### src/rtl/acc_cpu_pkg.sv
package acc_cpu_pkg;

  localparam int OP_W = 4;

  typedef enum logic [OP_W-1:0] {
    OP_HALT  = 4'd0,
    OP_LOAD  = 4'd1,
    OP_STORE = 4'd2,
    OP_ADD   = 4'd3,
    OP_SUB   = 4'd4,
    OP_AND   = 4'd5,
    OP_OR    = 4'd6,
    OP_JMP   = 4'd7,
    OP_JZ    = 4'd8
  } opcode_e;

  typedef enum logic [3:0] {
    S_F_ADDR,
    S_F_READ,
    S_F_CAPT,
    S_F_LOAD,
    S_DEC,
    S_X_ADDR,
    S_X_READ,
    S_X_CAPT,
    S_X_ALU,
    S_X_WRITE,
    S_X_BR,
    S_HALT
  } state_e;

  typedef enum logic [2:0] {
    ALU_PASS,
    ALU_ADD,
    ALU_SUB,
    ALU_AND,
    ALU_OR
  } alu_op_e;

  localparam logic [1:0] PH_FETCH  = 2'd0;
  localparam logic [1:0] PH_DECODE = 2'd1;
  localparam logic [1:0] PH_EXEC   = 2'd2;
  localparam logic [1:0] PH_HALT   = 2'd3;

  typedef struct packed {
    logic    mar_from_pc;
    logic    mar_from_opnd;
    logic    pc_inc;
    logic    pc_load;
    logic    mdr_from_mem;
    logic    mdr_from_acc;
    logic    cir_load;
    logic    acc_load;
    logic    mem_rd;
    logic    mem_wr;
    alu_op_e alu_op;
  } ctrl_t;

endpackage

### src/rtl/acc_cpu_alu.sv
module acc_cpu_alu
  import acc_cpu_pkg::*;
#(
  parameter int DATA_W = 16
) (
  input  alu_op_e           op_i,
  input  logic [DATA_W-1:0] acc_i,
  input  logic [DATA_W-1:0] opnd_i,
  output logic [DATA_W-1:0] res_o
);

  always_comb begin
    unique case (op_i)
      ALU_ADD: res_o = acc_i + opnd_i;
      ALU_SUB: res_o = acc_i - opnd_i;
      ALU_AND: res_o = acc_i & opnd_i;
      ALU_OR:  res_o = acc_i | opnd_i;
      default: res_o = opnd_i;
    endcase
  end

endmodule

### src/rtl/acc_cpu_ctrl.sv
module acc_cpu_ctrl
  import acc_cpu_pkg::*;
(
  input  logic            clk_i,
  input  logic            rst_ni,
  input  logic [OP_W-1:0] opcode_i,
  input  logic            acc_zero_i,
  output state_e          state_o,
  output logic [1:0]      phase_o,
  output ctrl_t           ctrl_o,
  output logic            halted_o
);

  state_e state_q, state_d;
  logic   is_mem_op, is_branch, is_store;

  always_comb begin
    is_mem_op = 1'b0;
    is_branch = 1'b0;
    is_store  = 1'b0;
    case (opcode_i)
      OP_LOAD, OP_ADD, OP_SUB, OP_AND, OP_OR: is_mem_op = 1'b1;
      OP_STORE: begin
        is_mem_op = 1'b1;
        is_store  = 1'b1;
      end
      OP_JMP, OP_JZ: is_branch = 1'b1;
      default: ;
    endcase
  end

  always_comb begin
    state_d = state_q;
    case (state_q)
      S_F_ADDR:  state_d = S_F_READ;
      S_F_READ:  state_d = S_F_CAPT;
      S_F_CAPT:  state_d = S_F_LOAD;
      S_F_LOAD:  state_d = S_DEC;
      S_DEC: begin
        if (opcode_i == OP_HALT) state_d = S_HALT;
        else if (is_mem_op)      state_d = S_X_ADDR;
        else if (is_branch)      state_d = S_X_BR;
        else                     state_d = S_F_ADDR;
      end
      S_X_ADDR:  state_d = is_store ? S_X_WRITE : S_X_READ;
      S_X_READ:  state_d = S_X_CAPT;
      S_X_CAPT:  state_d = S_X_ALU;
      S_X_ALU:   state_d = S_F_ADDR;
      S_X_WRITE: state_d = S_F_ADDR;
      S_X_BR:    state_d = S_F_ADDR;
      S_HALT:    state_d = S_HALT;
      default:   state_d = S_F_ADDR;
    endcase
  end

  always_ff @(posedge clk_i or negedge rst_ni) begin
    if (!rst_ni) state_q <= S_F_ADDR;
    else         state_q <= state_d;
  end

  always_comb begin
    ctrl_o = '0;
    case (opcode_i)
      OP_ADD:  ctrl_o.alu_op = ALU_ADD;
      OP_SUB:  ctrl_o.alu_op = ALU_SUB;
      OP_AND:  ctrl_o.alu_op = ALU_AND;
      OP_OR:   ctrl_o.alu_op = ALU_OR;
      default: ctrl_o.alu_op = ALU_PASS;
    endcase
    case (state_q)
      S_F_ADDR:  ctrl_o.mar_from_pc = 1'b1;
      S_F_READ: begin
        ctrl_o.mem_rd = 1'b1;
        ctrl_o.pc_inc = 1'b1;
      end
      S_F_CAPT:  ctrl_o.mdr_from_mem = 1'b1;
      S_F_LOAD:  ctrl_o.cir_load = 1'b1;
      S_X_ADDR: begin
        ctrl_o.mar_from_opnd = 1'b1;
        ctrl_o.mdr_from_acc  = is_store;
      end
      S_X_READ:  ctrl_o.mem_rd = 1'b1;
      S_X_CAPT:  ctrl_o.mdr_from_mem = 1'b1;
      S_X_ALU:   ctrl_o.acc_load = 1'b1;
      S_X_WRITE: ctrl_o.mem_wr = 1'b1;
      S_X_BR:    ctrl_o.pc_load = (opcode_i == OP_JMP) || acc_zero_i;
      default: ;
    endcase
  end

  always_comb begin
    case (state_q)
      S_F_ADDR, S_F_READ, S_F_CAPT, S_F_LOAD: phase_o = PH_FETCH;
      S_DEC:   phase_o = PH_DECODE;
      S_HALT:  phase_o = PH_HALT;
      default: phase_o = PH_EXEC;
    endcase
  end

  assign halted_o = (state_q == S_HALT);
  assign state_o  = state_q;

  assert_one_strobe_R1: assert property (@(posedge clk_i) disable iff (!rst_ni)
    !(ctrl_o.mem_rd && ctrl_o.mem_wr));

  assert_quiet_decode_R1: assert property (@(posedge clk_i) disable iff (!rst_ni)
    (phase_o == PH_DECODE) |-> !(ctrl_o.mem_rd || ctrl_o.mem_wr));

  assert_write_pulse_R6: assert property (@(posedge clk_i) disable iff (!rst_ni)
    ctrl_o.mem_wr |=> !ctrl_o.mem_wr);

  assert_halt_sticky_R9: assert property (@(posedge clk_i) disable iff (!rst_ni)
    halted_o |=> halted_o && !ctrl_o.mem_rd && !ctrl_o.mem_wr && !ctrl_o.pc_inc);

endmodule

### src/rtl/acc_cpu.sv
module acc_cpu
  import acc_cpu_pkg::*;
#(
  parameter  int DATA_W = 16,
  localparam int ADDR_W = DATA_W - OP_W
) (
  input  logic              clk_i,
  input  logic              rst_ni,
  output logic [ADDR_W-1:0] mem_addr_o,
  output logic [DATA_W-1:0] mem_wdata_o,
  input  logic [DATA_W-1:0] mem_rdata_i,
  output logic              mem_rd_o,
  output logic              mem_wr_o,
  output logic [ADDR_W-1:0] pc_o,
  output logic [DATA_W-1:0] acc_o,
  output logic [1:0]        phase_o,
  output logic              halted_o
);

  logic [ADDR_W-1:0] pc_q, mar_q;
  logic [DATA_W-1:0] mdr_q, cir_q, acc_q, alu_res;
  logic [OP_W-1:0]   opcode;
  logic [ADDR_W-1:0] operand;
  ctrl_t             ctrl;
  state_e            state;

  assign opcode  = cir_q[DATA_W-1 -: OP_W];
  assign operand = cir_q[ADDR_W-1:0];

  acc_cpu_ctrl u_ctrl (
    .clk_i      (clk_i),
    .rst_ni     (rst_ni),
    .opcode_i   (opcode),
    .acc_zero_i (acc_q == '0),
    .state_o    (state),
    .phase_o    (phase_o),
    .ctrl_o     (ctrl),
    .halted_o   (halted_o)
  );

  acc_cpu_alu #(.DATA_W(DATA_W)) u_alu (
    .op_i   (ctrl.alu_op),
    .acc_i  (acc_q),
    .opnd_i (mdr_q),
    .res_o  (alu_res)
  );

  always_ff @(posedge clk_i or negedge rst_ni) begin
    if (!rst_ni) begin
      pc_q  <= '0;
      mar_q <= '0;
    end else begin
      if (ctrl.pc_load)      pc_q <= operand;
      else if (ctrl.pc_inc)  pc_q <= pc_q + 1'b1;
      if (ctrl.mar_from_pc)        mar_q <= pc_q;
      else if (ctrl.mar_from_opnd) mar_q <= operand;
    end
  end

  always_ff @(posedge clk_i or negedge rst_ni) begin
    if (!rst_ni) begin
      mdr_q <= '0;
      cir_q <= '0;
      acc_q <= '0;
    end else begin
      if (ctrl.mdr_from_mem)      mdr_q <= mem_rdata_i;
      else if (ctrl.mdr_from_acc) mdr_q <= acc_q;
      if (ctrl.cir_load) cir_q <= mdr_q;
      if (ctrl.acc_load) acc_q <= alu_res;
    end
  end

  assign mem_addr_o  = mar_q;
  assign mem_wdata_o = mdr_q;
  assign mem_rd_o    = ctrl.mem_rd;
  assign mem_wr_o    = ctrl.mem_wr;
  assign pc_o        = pc_q;
  assign acc_o       = acc_q;

  assert_fetch_addr_R2: assert property (@(posedge clk_i) disable iff (!rst_ni)
    (state == S_F_READ) |-> (mem_addr_o == pc_q) && mem_rd_o);

  assert_pc_step_R2: assert property (@(posedge clk_i) disable iff (!rst_ni)
    (state == S_F_READ) |=> pc_q == $past(pc_q) + 1'b1);

  assert_cir_copy_R2: assert property (@(posedge clk_i) disable iff (!rst_ni)
    (state == S_F_LOAD) |=> cir_q == $past(mdr_q));

  assert_store_data_R6: assert property (@(posedge clk_i) disable iff (!rst_ni)
    mem_wr_o |-> (mem_wdata_o == acc_q) && (mem_addr_o == operand));

  assert_jz_hold_R8: assert property (@(posedge clk_i) disable iff (!rst_ni)
    (state == S_X_BR && opcode == OP_JZ && acc_q != '0) |=> $stable(pc_q));

  assert_jmp_target_R7: assert property (@(posedge clk_i) disable iff (!rst_ni)
    (state == S_X_BR && opcode == OP_JMP) |=> pc_q == $past(operand));

  assert_acc_quiet_R11: assert property (@(posedge clk_i) disable iff (!rst_ni)
    (state != S_X_ALU) |=> $stable(acc_q));

endmodule

### config.mk
export PLATFORM = sky130hd
export DESIGN_NAME = acc_cpu
export DESIGN_NICKNAME = d
export VERILOG_FILES = /design/src/rtl/acc_cpu_pkg.sv /design/src/rtl/acc_cpu_alu.sv /design/src/rtl/acc_cpu_ctrl.sv /design/src/rtl/acc_cpu.sv
export SDC_FILE = /design/constraint.sdc
export NUM_CORES = 1
export LEC_CHECK = 0
export ABC_AREA = 1
export ABC_CLOCK_PERIOD_IN_PS = 7600
export CAP_MARGIN = 0
export CORE_AREA = 2 2 97 99
export DETAILED_ROUTE_END_ITERATION = 16
export DIE_AREA = 0 0 99 101
export PLACE_DENSITY = 0.93
export SLEW_MARGIN = 20
export SYNTH_ARGS = -nofsm -noshare
export SYNTH_HDL_FRONTEND = slang
export SYNTH_SLANG_ARGS = --single-unit
### constraint.sdc
create_clock -name clk_i -period 7.6 [get_ports clk_i]
set_input_delay 0.76 -clock clk_i [delete_from_list [all_inputs] [get_ports clk_i]]
set_output_delay 0.76 -clock clk_i [all_outputs]
set_load 0.05 [all_outputs]
# Yosys cells after proc, flatten, opt, wreduce, memory -nomap -nowiden
# Cells that the tools add are included.
dict set report op_classes {
  add_sub_neg 3
  eq_ne 23
  n_mux 27
  n_bitwise 2
  n_reduce_logical 12
}
# op n
set ops {}
lappend ops {{16-bit one-hot mux with 4 select lines} 1}
lappend ops {{12-bit 2-to-1 mux} 4}
lappend ops {{4-bit one-hot mux with 9 select lines} 1}
lappend ops {{4-bit by 3-bit equality test with 1-bit output, second input constant} 8}
lappend ops {{16-bit 2-to-1 mux} 2}
lappend ops {{4-bit equality test, second input constant} 5}
lappend ops {{16-bit adder} 1}
lappend ops {{16-bit bitwise AND} 1}
lappend ops {{4-bit by 2-bit equality test with 1-bit output, second input constant} 4}
lappend ops {{16-bit logical NOT} 1}
lappend ops {{4-bit 2-to-1 mux} 4}
lappend ops {{16-bit OR} 1}
lappend ops {{16-bit subtractor} 1}
lappend ops {{1-bit 2-to-1 mux} 13}
lappend ops {{12-bit by 1-bit adder with 12-bit output, second input constant} 1}
lappend ops {{3-bit one-hot mux with 4 select lines} 1}
lappend ops {{4-bit by 1-bit equality test with 1-bit output, second input constant} 2}
lappend ops {{4-bit logical NOT} 2}
lappend ops {{3-bit by 2-bit equality test with 1-bit output, second input constant} 2}
lappend ops {{2-bit one-hot mux with 3 select lines} 1}
lappend ops {{2-bit nonzero test} 3}
lappend ops {{2-bit OR reduction} 3}
lappend ops {{6-bit OR reduction} 1}
lappend ops {{4-bit OR reduction} 1}
lappend ops {{3 further kinds} 3}
dict set report totals {
  ff_bits 76
  out_inout_bits 61
  word_cells 73
}

# Longest topological paths before layout
dict set report depth {
  ltp_word 7
  depth_mapped 23
  mapped_depth_nobuf 23
}

# Modules after synthesis
# Synthesis repeated with hierarchy kept, for this count alone.
dict set report unflattened {
  cells_unflattened 735
  hier_area_um2 5303.8
}
# module n_inst cells_per_inst area_each_um2
set by_module_without_submodules {}
lappend by_module_without_submodules {acc_cpu 1 331 3186.8}
lappend by_module_without_submodules {acc_cpu_alu 1 325 1701.6}
lappend by_module_without_submodules {acc_cpu_ctrl 1 79 415.4}

# Worst setup path before layout
# No wires, ideal clock.
dict set report synth_path {
  path_kind {flip-flop to flip-flop}
  startpoint {reg mdr_q[0] (netlist: mem_wdata_o[0])}
  endpoint {reg acc_q[11] (netlist: acc_o[11])}
  arrival_ns 2.825
  required_time_ns 7.479
  setup_slack_ns 4.655
  path_stages_with_launch 21
  path_buffers 0
  period_less_slack_ns 2.945
  cell_sequence {dfrtp_1 > inv_1 > ha_1 > inv_1 > nor2_1 > nand3_1 > nor3_2 > nand2_1 > o21ai_0 > xor2_1 > ha_1 > nand2_1 > inv_1 > nand3_1 > inv_1 > a21oi_1 > or2_2 > nand2_1 > nand2_1 > nand2_1 > nand2_1}
}
dict set report synth_via {
  elab_chain_len 2
  elab_cells_between_ends 3
  classes_between {2 x add/sub; 1 x mux}
}
# element line_no
set synth_lines {}
lappend synth_lines {{start: declaration} acc_cpu.sv:21} ;# logic [DATA_W-1:0] mdr_q, cir_q, acc_q, alu_res;
lappend synth_lines {{start signal: assignment} acc_cpu.sv:66} ;# if (ctrl.mdr_from_mem) mdr_q <= mem_rdata_i;
lappend synth_lines {{start signal: assignment} acc_cpu.sv:67} ;# else if (ctrl.mdr_from_acc) mdr_q <= acc_q;
lappend synth_lines {{16-bit subtractor / 16-bit adder (equally long branches)} {acc_cpu_alu.sv:15, acc_cpu_alu.sv:14}}
lappend synth_lines {{16-bit one-hot mux with 4 select lines *} acc_cpu_alu.sv:13} ;# unique case (op_i)
lappend synth_lines {{end signal: assignment} acc_cpu.sv:69} ;# if (ctrl.acc_load) acc_q <= alu_res;
lappend synth_lines {{end: declaration} acc_cpu.sv:21}
# Every way passes the cells marked *; elsewhere a longest branch is shown, timed or not.
# A chain may end at the register's enable or synchronous reset.

# Worst setup path in the final report
dict set report layout_path {
  startpoint {reg u_ctrl.state_q[3] (netlist: u_ctrl.state_o[3])}
  endpoint {out mem_rd_o}
}
dict set report layout_via {
  elab_chain_len 3
  elab_cells_between_ends 4
  classes_between {2 x eq/ne; 1 x mux; 1 x reduce/logical}
}
# element line_no
set layout_lines {}
lappend layout_lines {{start: declaration} acc_cpu_ctrl.sv:14} ;# state_e state_q, state_d;
lappend layout_lines {{start signal: assignment} acc_cpu_ctrl.sv:58} ;# else state_q <= state_d;
lappend layout_lines {{4-bit by 3-bit equality test with 1-bit output / 4-bit by 1-bit equality test with 1-bit output (equally long branches)} acc_cpu_ctrl.sv:70} ;# case (state_q)
lappend layout_lines {{2-bit OR reduction (no source line) *} --}
lappend layout_lines {{1-bit 2-to-1 mux *} acc_cpu_ctrl.sv:70}
lappend layout_lines {{end: declaration} acc_cpu.sv:12} ;# output logic mem_rd_o,
# Marks and branches as above.

==> impl_metrics.toml <==
[layout]
layout.nets = 825
layout-drive-gt1-share = 0.0732
diodes = 0
synthToLayoutAreaGrowth_pct = 19.8

[detailed_routing]
vias = 5370
vias_per_cell = 5.95
drc_errors = 0
post_drt_wl_per_cell_um = 16.9
drt_first_pass_iters = 5
ant_nets = 0
drt_iter0_drc = 477
routed_wirelength_um = 15300

[clocking]
clk_pin_slew_worst_paths_ns = 0.09
cts_hold_buf = 0
cts_setup_buffers = 0
cts_tree = "done"
worstSkewPairLatency_ns = 0.36
post_cts_resized = 0
cts_root_buffer = "clkbuf_8"
ctsHtreeMaxLevel = 3
numClockSinks = 76
cts_buffer_depth = 2
cts_buffers = 9

[yosys]
syn_inst = 716
syn_nets = 754
ys_seq_area_frac = 0.365
synth_area_leaders = "dfrtp_1 (37%), nand2_1 (13%), nand3_1 (6.5%)"
yosys_warnings = 0
synth_cell_types = 44
syn_avg_cell_area_um2 = 7.28
synth_top_area_cell = "dfrtp_1"
yosys_register_bits = 76
syn_area_mm2 = 0.00521
yosysTopAreaCellShare = 0.365

[setup_path]
end_kind = "primary output"
critical_path_arrival_ns = 3.14
max_stage_delay_ns = 0.81
path_cells = "nor2_1, inv_1, nor2_1, inv_1, nand2_1, clkdlybuf4s50_1"
path_max_fanout = 14
critPathSlowestCell = "clkdlybuf4s50_1"
cp-start-kind = "flop"
cp_data_required_time_ns = 6.84
crit_type = "reg2out"

[floorplanning]
ios = 79
die_y_um = 101
start_util = 0.580
dieArea_mm2 = 0.0100
rows = 35
coreArea_mm2 = 0.00898
die_w_um = 99

[global_routing]
grt_first_pass_wirelength_um = 25400
grt.busiest_layer = "met2"
grtUsageMet2 = 0.525
grt_pass1_vias = 5122
track_usage = 0.319
grt_max_degree = 77
grt_overflow_total = 0
use_met3 = 0.0479
globalRouteMet1Util = 0.414
antenna_found_initial = 0

[timing]
final-hold-violation-count = 0
rsz0062_at_grt = "no"
skew_ns = 0.00671
fmax_mhz = 256
worstMarginPinSlew_ns = 1.05
tns_ns = 0
fin_crit_ns = 3.90
setup_viol_count_final = 0
finalCritPeriodShare = 0.513
maxSlewHeadroom = 0.301
final-max-slew-violation-count = 0

[outcome]
outcome = "complete, no violations"

[placement]
dp_hpwl_um = 10900
gp_congestion = 0.999
io_buffers = 78

[hold_path]
hold_path.class = "in2async"

[job]
cap_violations = 0
[cell families (layout without fill, tap and decap cells)]
kind of cell,count (synthesis),after routing,share of synthesized area
compound gates,141,141,0.172
flops,76,76,0.365
buf+inv,114,190,0.0910
xor+xnor,23,23,0.0387
simple gates,342,342,0.284
fa+ha+maj,20,20,0.0495
[layer usage]
| metal | share of wire | routed length, um | vias to the layer above |
|---|---|---|---|
| li1 | - | - | 2511 |
| met3 | 0.086 | 1320 | 50 |
| met4 | 0.037 | 568 | 0 |
| met5 | 0 | 0 | - |
| met1 | 0.39 | 5970 | 2499 |
| met2 | 0.49 | 7440 | 310 |
[path summary, 6_finish.rpt]
| path | from | end | slack, ns | depth (start not counted) |
|---|---|---|---|---|
| hold reg to reg | mem_addr_o[1] | mem_addr_o[1] | 0.52 | 2 |
| setup reg to reg | mem_wdata_o[0] | acc_o[15] | 4.42 | 20 |
| setup / recovery | u_ctrl.state_o[3] | mem_rd_o | 3.70 | 6 |
| hold / removal | rst_ni | mem_addr_o[0] | 0.26 | 1 |
| max in group asynchronous | rst_ni | mem_wdata_o[8] | 6.76 | 2 |
| min in group clk_i | mem_addr_o[1] | mem_addr_o[1] | 0.52 | 2 |
[critical path, delay by kind of cell (launching register included)]
| family | cells | cell delay [ns] |
|---|---|---|
| DFF | 1 | 0.40 |
| and+or+nand+nor | 3 | 1.02 |
| buffers and inverters | 3 | 1.36 |
[cell usage in the layout, fill, tap and decap left out, drive strengths merged, types with 2 or more instances in the layout]
master,Yosys,layout
or2,5,5
dfrtp,76,76
nand2,180,180
o221ai,13,13
a31oi,3,3
clkbuf,8,10
ha,19,19
nor4,4,4
o21ai,66,66
clkinvlp,0,2
clkinv,1,4
o211ai,8,8
nor3,3,3
nor2,77,77
nand4,4,4
inv,94,94
a21oi,37,37
nand3,68,68
o31ai,2,2
xor2,15,15
xnor2,8,8
buf,11,2
a221oi,6,6
clkdlybuf4s50,0,77
[final cells by class]
class	count	area, um2
Clock buffer	10	138
Inverter	95	359
Fill cell	726	2740
Tap cell	111	139
Clock inverter	6	63.8
Multi-Input combinational cell	526	2830
Timing Repair Buffer	79	806
Sequential cell	76	1900
[through the flow]
| stage | hold slack (ns) | utilization | setup slack [ns] | cell area [um2] | cells |
|---|---|---|---|---|---|
| final | 0.262 | 0.695 | 3.70 | 6240 | 903 |
| after global routing | 0.281 | 0.695 | 3.50 | 6240 | 903 |
| after CTS | 0.531 | 0.692 | 3.71 | 6210 | 902 |
| after detailed placement | 0.511 | 0.670 | 4.14 | 6010 | 886 |
| after global placement | 0.467 | 0.670 | 4.26 | 6010 | 886 |
| after floorplan | 0.464 | - | 4.65 | 5210 | 716 |
[state kept, by name, summed over array words and instances, names as in the netlist]
name	count
mem_wdata_o	16
mem_addr_o	12
u_ctrl.state_o	4
cir_q	16
acc_o	16
pc_o	12
[cells in the mapped netlist (all sizes together)]
| library cell | count |
|---|---|
| nand4 | 4 |
| a221oi | 6 |
| and3 | 1 |
| a31oi | 3 |
| o221ai | 13 |
| o211ai | 8 |
| nand2 | 180 |
| clkinv | 1 |
| buf | 11 |
| a311oi | 1 |
| nor2 | 77 |
| o31ai | 2 |
| inv | 94 |
| xnor2 | 8 |
| ha | 19 |
| xor2 | 15 |
| a21boi | 1 |
| nand3 | 68 |
| o21a | 1 |
| a21o | 1 |
| dfrtp | 76 |
| o21ai | 66 |
| o311ai | 1 |
| a21oi | 37 |
| clkbuf | 8 |
| nor3 | 3 |
| or2 | 5 |
| nor4 | 4 |
| fa | 1 |
| o21bai | 1 |
Power is left out: the tool's default activity adds up to more than one toggle a clock period on the data nets, which glitch-free logic cannot reach.
